--- src/rtl/refill_pkg.sv ---
package refill_pkg;
  typedef enum logic [1:0] {
    ORG_NARROW,
    ORG_WIDE,
    ORG_INTERLEAVED
  } org_e;

  typedef struct packed {
    logic load;
    logic advance;
    logic count;
  } dp_ctl_t;
endpackage

--- src/rtl/refill_ctrl.sv ---
module refill_ctrl #(
  parameter int LATENCY = 10,
  parameter int XFERS   = 1,
  parameter int ROUNDS  = 16
) (
  input  logic                 clk,
  input  logic                 rstN,
  input  logic                 missValid,
  output logic                 busy,
  output logic                 wordValid,
  output logic                 done,
  output refill_pkg::dp_ctl_t  ctl
);
  localparam int LAT_W   = $clog2(LATENCY + 1);
  localparam int XFER_W  = $clog2(XFERS + 1);
  localparam int ROUND_W = $clog2(ROUNDS + 1);

  typedef enum logic [1:0] {ST_IDLE, ST_WAIT, ST_XFER} state_e;

  state_e             state;
  logic [LAT_W-1:0]   latCnt;
  logic [XFER_W-1:0]  xferCnt;
  logic [ROUND_W-1:0] roundCnt;
  logic               lastXfer;
  logic               lastRound;

  assign lastXfer  = (xferCnt == XFER_W'(XFERS - 1));
  assign lastRound = (roundCnt == ROUND_W'(ROUNDS - 1));

  always_ff @(posedge clk or negedge rstN) begin
    if (!rstN) begin
      state    <= ST_IDLE;
      latCnt   <= '0;
      xferCnt  <= '0;
      roundCnt <= '0;
    end else begin
      case (state)
        ST_IDLE: begin
          if (missValid) begin
            state    <= ST_WAIT;
            latCnt   <= '0;
            xferCnt  <= '0;
            roundCnt <= '0;
          end
        end
        ST_WAIT: begin
          if (latCnt == LAT_W'(LATENCY - 1)) begin
            state <= ST_XFER;
          end else begin
            latCnt <= latCnt + 1'b1;
          end
        end
        ST_XFER: begin
          if (lastXfer) begin
            xferCnt <= '0;
            if (lastRound) begin
              state <= ST_IDLE;
            end else begin
              roundCnt <= roundCnt + 1'b1;
              latCnt   <= '0;
              state    <= ST_WAIT;
            end
          end else begin
            xferCnt <= xferCnt + 1'b1;
          end
        end
        default: state <= ST_IDLE;
      endcase
    end
  end

  always_comb begin
    busy        = (state != ST_IDLE);
    wordValid   = (state == ST_XFER);
    done        = wordValid && lastXfer && lastRound;
    ctl.load    = (state == ST_IDLE) && missValid;
    ctl.advance = wordValid;
    ctl.count   = busy;
  end
endmodule

--- src/rtl/refill_datapath.sv ---
module refill_datapath #(
  parameter int ADDR_W = 16,
  parameter int OFF_W  = 4,
  parameter int LANES  = 1,
  parameter int CNT_W  = 8
) (
  input  logic                        clk,
  input  logic                        rstN,
  input  refill_pkg::dp_ctl_t         ctl,
  input  logic [ADDR_W-1:0]           missAddr,
  output logic [OFF_W-1:0]            wordOffset,
  output logic [LANES*2*ADDR_W-1:0]   wordData,
  output logic [CNT_W-1:0]            stallCycles
);
  localparam int DATA_W = 2 * ADDR_W;
  localparam logic [ADDR_W-1:0] ALIGN_MASK = ~ADDR_W'((1 << OFF_W) - 1);

  logic [ADDR_W-1:0] baseAddr;
  logic [OFF_W-1:0]  wordPtr;
  logic [CNT_W-1:0]  stallCnt;

  always_ff @(posedge clk or negedge rstN) begin
    if (!rstN) begin
      baseAddr <= '0;
      wordPtr  <= '0;
      stallCnt <= '0;
    end else if (ctl.load) begin
      baseAddr <= missAddr & ALIGN_MASK;
      wordPtr  <= '0;
      stallCnt <= '0;
    end else begin
      if (ctl.advance) wordPtr <= wordPtr + OFF_W'(LANES);
      if (ctl.count)   stallCnt <= stallCnt + 1'b1;
    end
  end

  // Behavioural memory: each word holds its own address and its complement.
  function automatic logic [DATA_W-1:0] memRead(input logic [ADDR_W-1:0] a);
    return {~a, a};
  endfunction

  for (genvar j = 0; j < LANES; j++) begin : g_lane
    logic [ADDR_W-1:0] laneAddr;
    assign laneAddr = baseAddr + ADDR_W'(wordPtr) + ADDR_W'(j);
    assign wordData[j*DATA_W +: DATA_W] = memRead(laneAddr);
  end

  assign wordOffset  = wordPtr;
  assign stallCycles = stallCnt;
endmodule

--- src/rtl/line_refill_seq.sv ---
module line_refill_seq #(
  parameter refill_pkg::org_e ORG = refill_pkg::ORG_NARROW,
  parameter int ADDR_W      = 16,
  parameter int LATENCY     = 10,
  parameter int LINE_WORDS  = 16,
  parameter int GROUP_WORDS = 4,
  localparam int LANES   = (ORG == refill_pkg::ORG_WIDE) ? GROUP_WORDS : 1,
  localparam int XFERS   = (ORG == refill_pkg::ORG_INTERLEAVED) ? GROUP_WORDS : 1,
  localparam int ROUNDS  = LINE_WORDS / (LANES * XFERS),
  localparam int PENALTY = ROUNDS * (LATENCY + XFERS),
  localparam int CNT_W   = $clog2(PENALTY + 1),
  localparam int OFF_W   = $clog2(LINE_WORDS),
  localparam int DATA_W  = 2 * ADDR_W
) (
  input  logic                      clk,
  input  logic                      rstN,
  input  logic                      missValid,
  input  logic [ADDR_W-1:0]         missAddr,
  output logic                      busy,
  output logic                      wordValid,
  output logic [OFF_W-1:0]          wordOffset,
  output logic [LANES*DATA_W-1:0]   wordData,
  output logic                      done,
  output logic [CNT_W-1:0]          stallCycles
);
  refill_pkg::dp_ctl_t ctl;

  refill_ctrl #(
    .LATENCY(LATENCY),
    .XFERS  (XFERS),
    .ROUNDS (ROUNDS)
  ) u_ctrl (
    .clk      (clk),
    .rstN     (rstN),
    .missValid(missValid),
    .busy     (busy),
    .wordValid(wordValid),
    .done     (done),
    .ctl      (ctl)
  );

  refill_datapath #(
    .ADDR_W(ADDR_W),
    .OFF_W (OFF_W),
    .LANES (LANES),
    .CNT_W (CNT_W)
  ) u_dp (
    .clk        (clk),
    .rstN       (rstN),
    .ctl        (ctl),
    .missAddr   (missAddr),
    .wordOffset (wordOffset),
    .wordData   (wordData),
    .stallCycles(stallCycles)
  );
endmodule

--- config.mk ---
export PLATFORM = sky130hd
export DESIGN_NAME = line_refill_seq
export DESIGN_NICKNAME = d
export VERILOG_FILES = /design/src/rtl/refill_pkg.sv /design/src/rtl/refill_ctrl.sv /design/src/rtl/refill_datapath.sv /design/src/rtl/line_refill_seq.sv
export SDC_FILE = /design/constraint.sdc
export NUM_CORES = 1
export LEC_CHECK = 0
export CAP_MARGIN = 20
export CELL_PAD_IN_SITES_DETAIL_PLACEMENT = 2
export CELL_PAD_IN_SITES_GLOBAL_PLACEMENT = 2
export CORE_AREA = 8 8 92 94
export CTS_CLUSTER_DIAMETER = 200
export DETAILED_ROUTE_END_ITERATION = 8
export DIE_AREA = 0 0 100 102
export HOLD_SLACK_MARGIN = 0.06
export PLACE_DENSITY_LB_ADDON = 0.1
export SLEW_MARGIN = 30
export SYNTH_ARGS = -nofsm -noshare
export SYNTH_HDL_FRONTEND = slang
export SYNTH_SLANG_ARGS = --single-unit
--- constraint.sdc ---
create_clock -name clk -period 2.3 [get_ports clk]
set_clock_uncertainty 0.2 [all_clocks]
set_input_delay 0.46 -clock clk [delete_from_list [all_inputs] [get_ports clk]]
set_output_delay 0.46 -clock clk [all_outputs]
set_load 0.005 [all_outputs]
# Word-level counts from Yosys, hierarchy flattened
# Cells that the tools add are included.
# Widths: inputs -> output; s select.
[op_classes] n_reduce_logical=13 n_mux=21 addsub=6 eq_ne=9 n_bitwise=2
[ops] cell="$mux 4" n=6
[ops] cell="$add 16x4->16" n=1
[ops] cell="$mux 8" n=2
[ops] cell="$not 16->16" n=1
[ops] cell="$mux 5" n=3
[ops] cell="$pmux 4 s3" n=1
[ops] cell="$pmux 5 s2" n=1
[ops] cell="$add 4x1->4 const B" n=2
[ops] cell="$add 8x1->8 const B" n=1
[ops] cell="$ne 2x2->1 const B" n=4
[ops] cell="$reduce_bool 2->1" n=4
[ops] cell="$mux 2" n=3
[ops] cell="$pmux 2 s3" n=1
[ops] cell="$add 5x1->5 const B" n=1
[ops] cell="$eq 5x4->1 const B" n=1
[ops] cell="$reduce_and 5->1" n=1
[ops] cell="$eq 4x4->1 const B" n=1
[ops] cell="$reduce_and 4->1" n=1
[ops] cell="$logic_and 1x1->1" n=3
[ops] cell="$mux 1" n=3
[ops] cell="$reduce_and 3->1" n=1
[ops] cell="$reduce_bool 3->1" n=1
[ops] cell="$eq 2x1->1 const B" n=1
[ops] cell="$eq 2x2->1 const B" n=1
[ops] cell="6 further kinds" n=6
[word_totals] regBits=36 in_bits=19 output_inout_bits=47

# Logic depth before layout (Yosys ltp)
[depth] ltp_word=4 ltp_mapped=6 mapped_depth_nobuf=6

# Hierarchy
# From an unflattened synthesis, not the netlist that was laid out.
[hier_totals] hier_cells=173 area_unflattened_um2=1732.9
[by_module_without_submodules] module="refill_datapath" area_per_inst_um2=1059.8 cells_per_inst=111 seq_area_each_um2=600.6 instances=1
[by_module_without_submodules] module="refill_ctrl" area_per_inst_um2=673.1 cells_per_inst=62 seq_area_each_um2=275.3 instances=1

# Worst setup path before layout
# OpenSTA, ideal clock, no wires.
[synth_timing] kind="register to register" start="register u_ctrl.roundCnt[0]" end="register u_ctrl.roundCnt[3]" setup_slack_ns=0.220 arrival_time_ns=1.802 stages_incl_launch_ff=7 cell_sequence="dfrtp_1 -> ha_1 -> and3_1 -> ha_1 -> or3b_4 -> or3_1 -> a21oi_1"
[synth_between] elab_chain_len=4
[synth_rtl] element="start, declared" line_no="refill_ctrl.sv:23" rtl="logic [ROUND_W-1:0] roundCnt;"
[synth_rtl] element="start signal, assigned" line_no="refill_ctrl.sv:59" rtl="roundCnt <= roundCnt + 1'b1;"
[synth_rtl] element="$add 5x1->5" line_no="refill_ctrl.sv:59"
[synth_rtl] element="$mux 5" line_no="refill_ctrl.sv:56" rtl="if (lastRound) begin"
[synth_rtl] element="$mux 5" line_no="refill_ctrl.sv:54" rtl="if (lastXfer) begin"
[synth_rtl] element="$pmux 5 s2" line_no="refill_ctrl.sv:37" rtl="case (state)"
# Several ways; a longest one is shown, not always the timed one. The select of a mux whose other input is x is not followed.
# A chain may end at the register's enable or synchronous reset.

# Final worst setup path
[layout_timing] start="register u_ctrl.state[0]" end="output port busy"
[layout_between] elab_chain_len=1
[layout_rtl] element="start, declared" line_no="refill_ctrl.sv:20" rtl="state_e state;"
[layout_rtl] element="start signal, assigned" line_no="refill_ctrl.sv:32" rtl="state <= ST_IDLE;"
[layout_rtl] element="start signal, assigned" line_no="refill_ctrl.sv:40" rtl="state <= ST_WAIT;"
[layout_rtl] element="start signal, assigned" line_no="refill_ctrl.sv:48" rtl="state <= ST_XFER;"
[layout_rtl] element="$reduce_bool 2->1" line_no="refill_ctrl.sv:73" rtl="busy = (state != ST_IDLE);"
[layout_rtl] element="end, declared" line_no="line_refill_seq.sv:19" rtl="output logic busy,"
# Every way passes these cells.

==> flow_metrics.tcl <==
set metrics [dict create \
    ant_nets 0 \
    io_buffers 61 \
    num_rows 31 \
    cp_max_fo 10 \
    fp.dieH_um 102 \
    drc 0 \
    end_kind "output port" \
    hpwl_um 3940 \
    die_w_um 100 \
    syn-num-nets 182 \
    drive_gt1_share_pct 16.0 \
    fillers 782 \
    netlist_instances 157 \
    finalWirelength_um 5070 \
    slew_headroom_pct 45.3 \
    worstMarginPinSlew_ns 0.820 \
    ir_worst_vdd_mv 0.366 \
    design.portCount 66 \
    dp_worst_setup_slack_ns 0.0247 \
    fin_crit_ns 2.21 \
    hold_slack_ns 0.0667 \
    p_int_w 0.00195 \
    maxCapViolations 0 \
    p_switching_w 0.000909 \
    reg2reg_slack_ns 0.17 \
    synth_warnings 0 \
    ys_seq_area_share_pct 51.7 \
    status "complete, no violations" \
    fin_cells 324 \
    drt_pass1_iterations 3 \
    grt_pass1_wl_um 8120 \
    netlist_top_cells_area "dfrtp_1, mux2_2, inv_1, ha_1, o21ai_0" \
    finalHoldViolations 0 \
    area.sequential_sq_um 876 \
    area_growth_pct 49.9 \
    viasPerCell 4.42 \
    cts_htree_levels 2 \
    globalplace.congestion 0.760 \
    p_leak_nw 1.11 \
    cts_sinks 35 \
    rsz0062_at_grt "no" \
    groute.usage.overall_pct 10.2 \
    cp-startpoint "u_ctrl.state[0]$_DFFE_PN0P_" \
    synth_edf_count 0 \
    tns_ns 0 \
    gr-total-overflow 0 \
    reg2reg_depth 6 \
    r2r-end "u_ctrl.roundCnt[3]$_DFFE_PN0P_" \
    clockPowerShare_pct 19.0 \
    hold_buffers 0 \
    final_util_pct 36.0 \
    grt_pass1_vias 1565 \
    setup_viol 0 \
    fmax_mhz 453 \
    placedCellCount 314 \
    core_area_sq_um 7060 \
    num_antenna_cells 0 \
    vias 1432 \
    combPwrFrac_pct 45.5 \
    cts_tree "yes" \
    ys_async_sr_fraction_pct 100 \
    fin_crit_sh_pct 96.0 \
    ys_seq_elements 35 \
    power_density_nw_per_um2 1130 \
    worst_hold_path_type "in -> async" \
    startpoint_type "register" \
    seq_power_share_pct 35.5 \
    clockBufferDepth 2 \
    floorplan.initialDensity_pct 24.0 \
    grt_max_degree 36 \
    nets 250 \
    clk_pin_slew_worst_paths_ns 0.07 \
    yosysTopAreaCell "dfrtp_1" \
    drt_iter0_drc 29 \
    cp.arrival_ns 1.55 \
    cts-root-buf "clkbuf_8" \
    dieArea_sq_um 10200 \
    synthFlopType "dfrtp_1" \
    final_max_slew_viol_count 0 \
    crit-reg2reg-launch "u_ctrl.roundCnt[1]$_DFFE_PN0P_" \
    numCtsBuffers 5 \
    wl_per_cell_um 15.6 \
    clock_latency_ns 0.28 \
    critPathKind "reg -> out" \
    switching_share_pct 31.8 \
    yosysUniqueCellTypes 38 \
    antenna_found_initial 0 \
    multi_input_area_sq_um 686 \
    cp.required_ns 1.64 \
    netlist_area_sq_um 1690 \
    avgSynthCellArea_sq_um 10.8 \
    worst_slack_ns 0.0918 \
    yosys.area.top_type_share_pct 51.7 \
]
[per-stage QoR]
step	power [W]	cell area (sq um)
5_1_grt	0.00306	2540
6_report	0.00286	2540
3_5_place_dp	0.00235	2400
4_1_cts	0.00292	2520
2_1_floorplan	0.00154	1690
3_3_place_gp	0.00229	2400
[kinds of logic (layout without fill, tap and decap cells)]
| group | count (synthesis) | in the layout | share of synthesized area, % |
|---|---|---|---|
| adders and majority gates | 6 | 6 | 4.43 |
| AOI/OAI and AO/OA | 25 | 25 | 10.0 |
| muxes | 16 | 16 | 10.4 |
| DFF | 35 | 35 | 51.7 |
| xor gates and xnor gates | 3 | 3 | 1.55 |
| buffers and inverters | 32 | 100 | 9.16 |
| and+or+nand+nor | 40 | 40 | 12.7 |
[routing by layer]
layer,GRT usage (%),wire length (um)
met5,0,0
met4,2.79,53
met3,4.36,360
met2,18.6,2670
met1,10.5,1990
[how the worst max path moves through the flow]
| stage | end | depth (start not counted) |
|---|---|---|
| finish | busy | 4 |
| global route | wordValid | 3 |
| CTS | done | 5 |
| detailed placement | done | 5 |
| global placement | done | 5 |
| floorplan | u_ctrl.roundCnt[3]$_DFFE_PN0P_ | 6 |
[placed cells by master (no fill, tap or decap), types with 2 or more instances in the layout]
| master | instances |
|---|---|
| clkdlybuf4s50_1 | 59 |
| dfrtp_1 | 35 |
| inv_1 | 23 |
| mux2_2 | 13 |
| nand2_1 | 9 |
| o21ai_0 | 8 |
| buf_4 | 8 |
| nand3_1 | 6 |
| clkbuf_8 | 5 |
| nor2_1 | 4 |
| ha_1 | 4 |
| nand3b_1 | 3 |
| mux2i_1 | 3 |
| nor3_1 | 3 |
| nand2b_1 | 2 |
| and2_1 | 2 |
| o211ai_1 | 2 |
| o22ai_1 | 2 |
| and3_1 | 2 |
| o31ai_1 | 2 |
| xnor2_1 | 2 |
| or3_1 | 2 |
| a21oi_1 | 2 |
[registers in the layout, summed over array words and instances (netlist names)]
register	flops
u_ctrl.latCnt	4
u_dp.baseAddr	12
u_dp.wordOffset	4
u_ctrl.state	2
u_ctrl.roundCnt	5
u_dp.stallCycles	8
[power by group through the flow]
| stage | registers, W | clock network, W | logic [W] |
|---|---|---|---|
| floorplan | 0.00100 | 0 | 0.000535 |
| global placement | 0.00101 | 0 | 0.00128 |
| detailed placement | 0.00103 | 0 | 0.00132 |
| CTS | 0.00102 | 0.000563 | 0.00133 |
| global route | 0.00106 | 0.000585 | 0.00141 |
| finish | 0.00101 | 0.000542 | 0.00130 |
[critical path: stages, from the launching register on]
cell and delay [ns]:
dfrtp_1 0.38, buf_4 0.17, nor2_2 0.13, inv_1 0.11, clkdlybuf4s50_1 0.48
[synthesized netlist by cell type (3+ instances only)]
| master | count |
|---|---|
| dfrtp_1 | 35 |
| mux2_2 | 13 |
| nand3b_1 | 3 |
| o21ai_0 | 8 |
| buf_4 | 5 |
| nor3_1 | 3 |
| inv_1 | 24 |
| nand2_1 | 9 |
| nand3_1 | 6 |
| and3_1 | 3 |
| ha_1 | 6 |
| mux2i_1 | 3 |
| nor2_1 | 5 |
[layout make-up]
cell class	instances	share of cell area, %
inverter	24	3.55
multi-input combinational	90	27.0
timing repair buffer	69	26.0
clock inverter	1	1.18
sequential	35	34.5
clock buffer	6	2.86
tap	99	4.88
[what timing repair did]
action	4_1_cts	5_1_grt
setup buffers	1	2
resized for setup	6	3
pin swaps	0	1
setup endpoints to repair	2	3
Note: power is estimated with default switching activity, not from simulation.
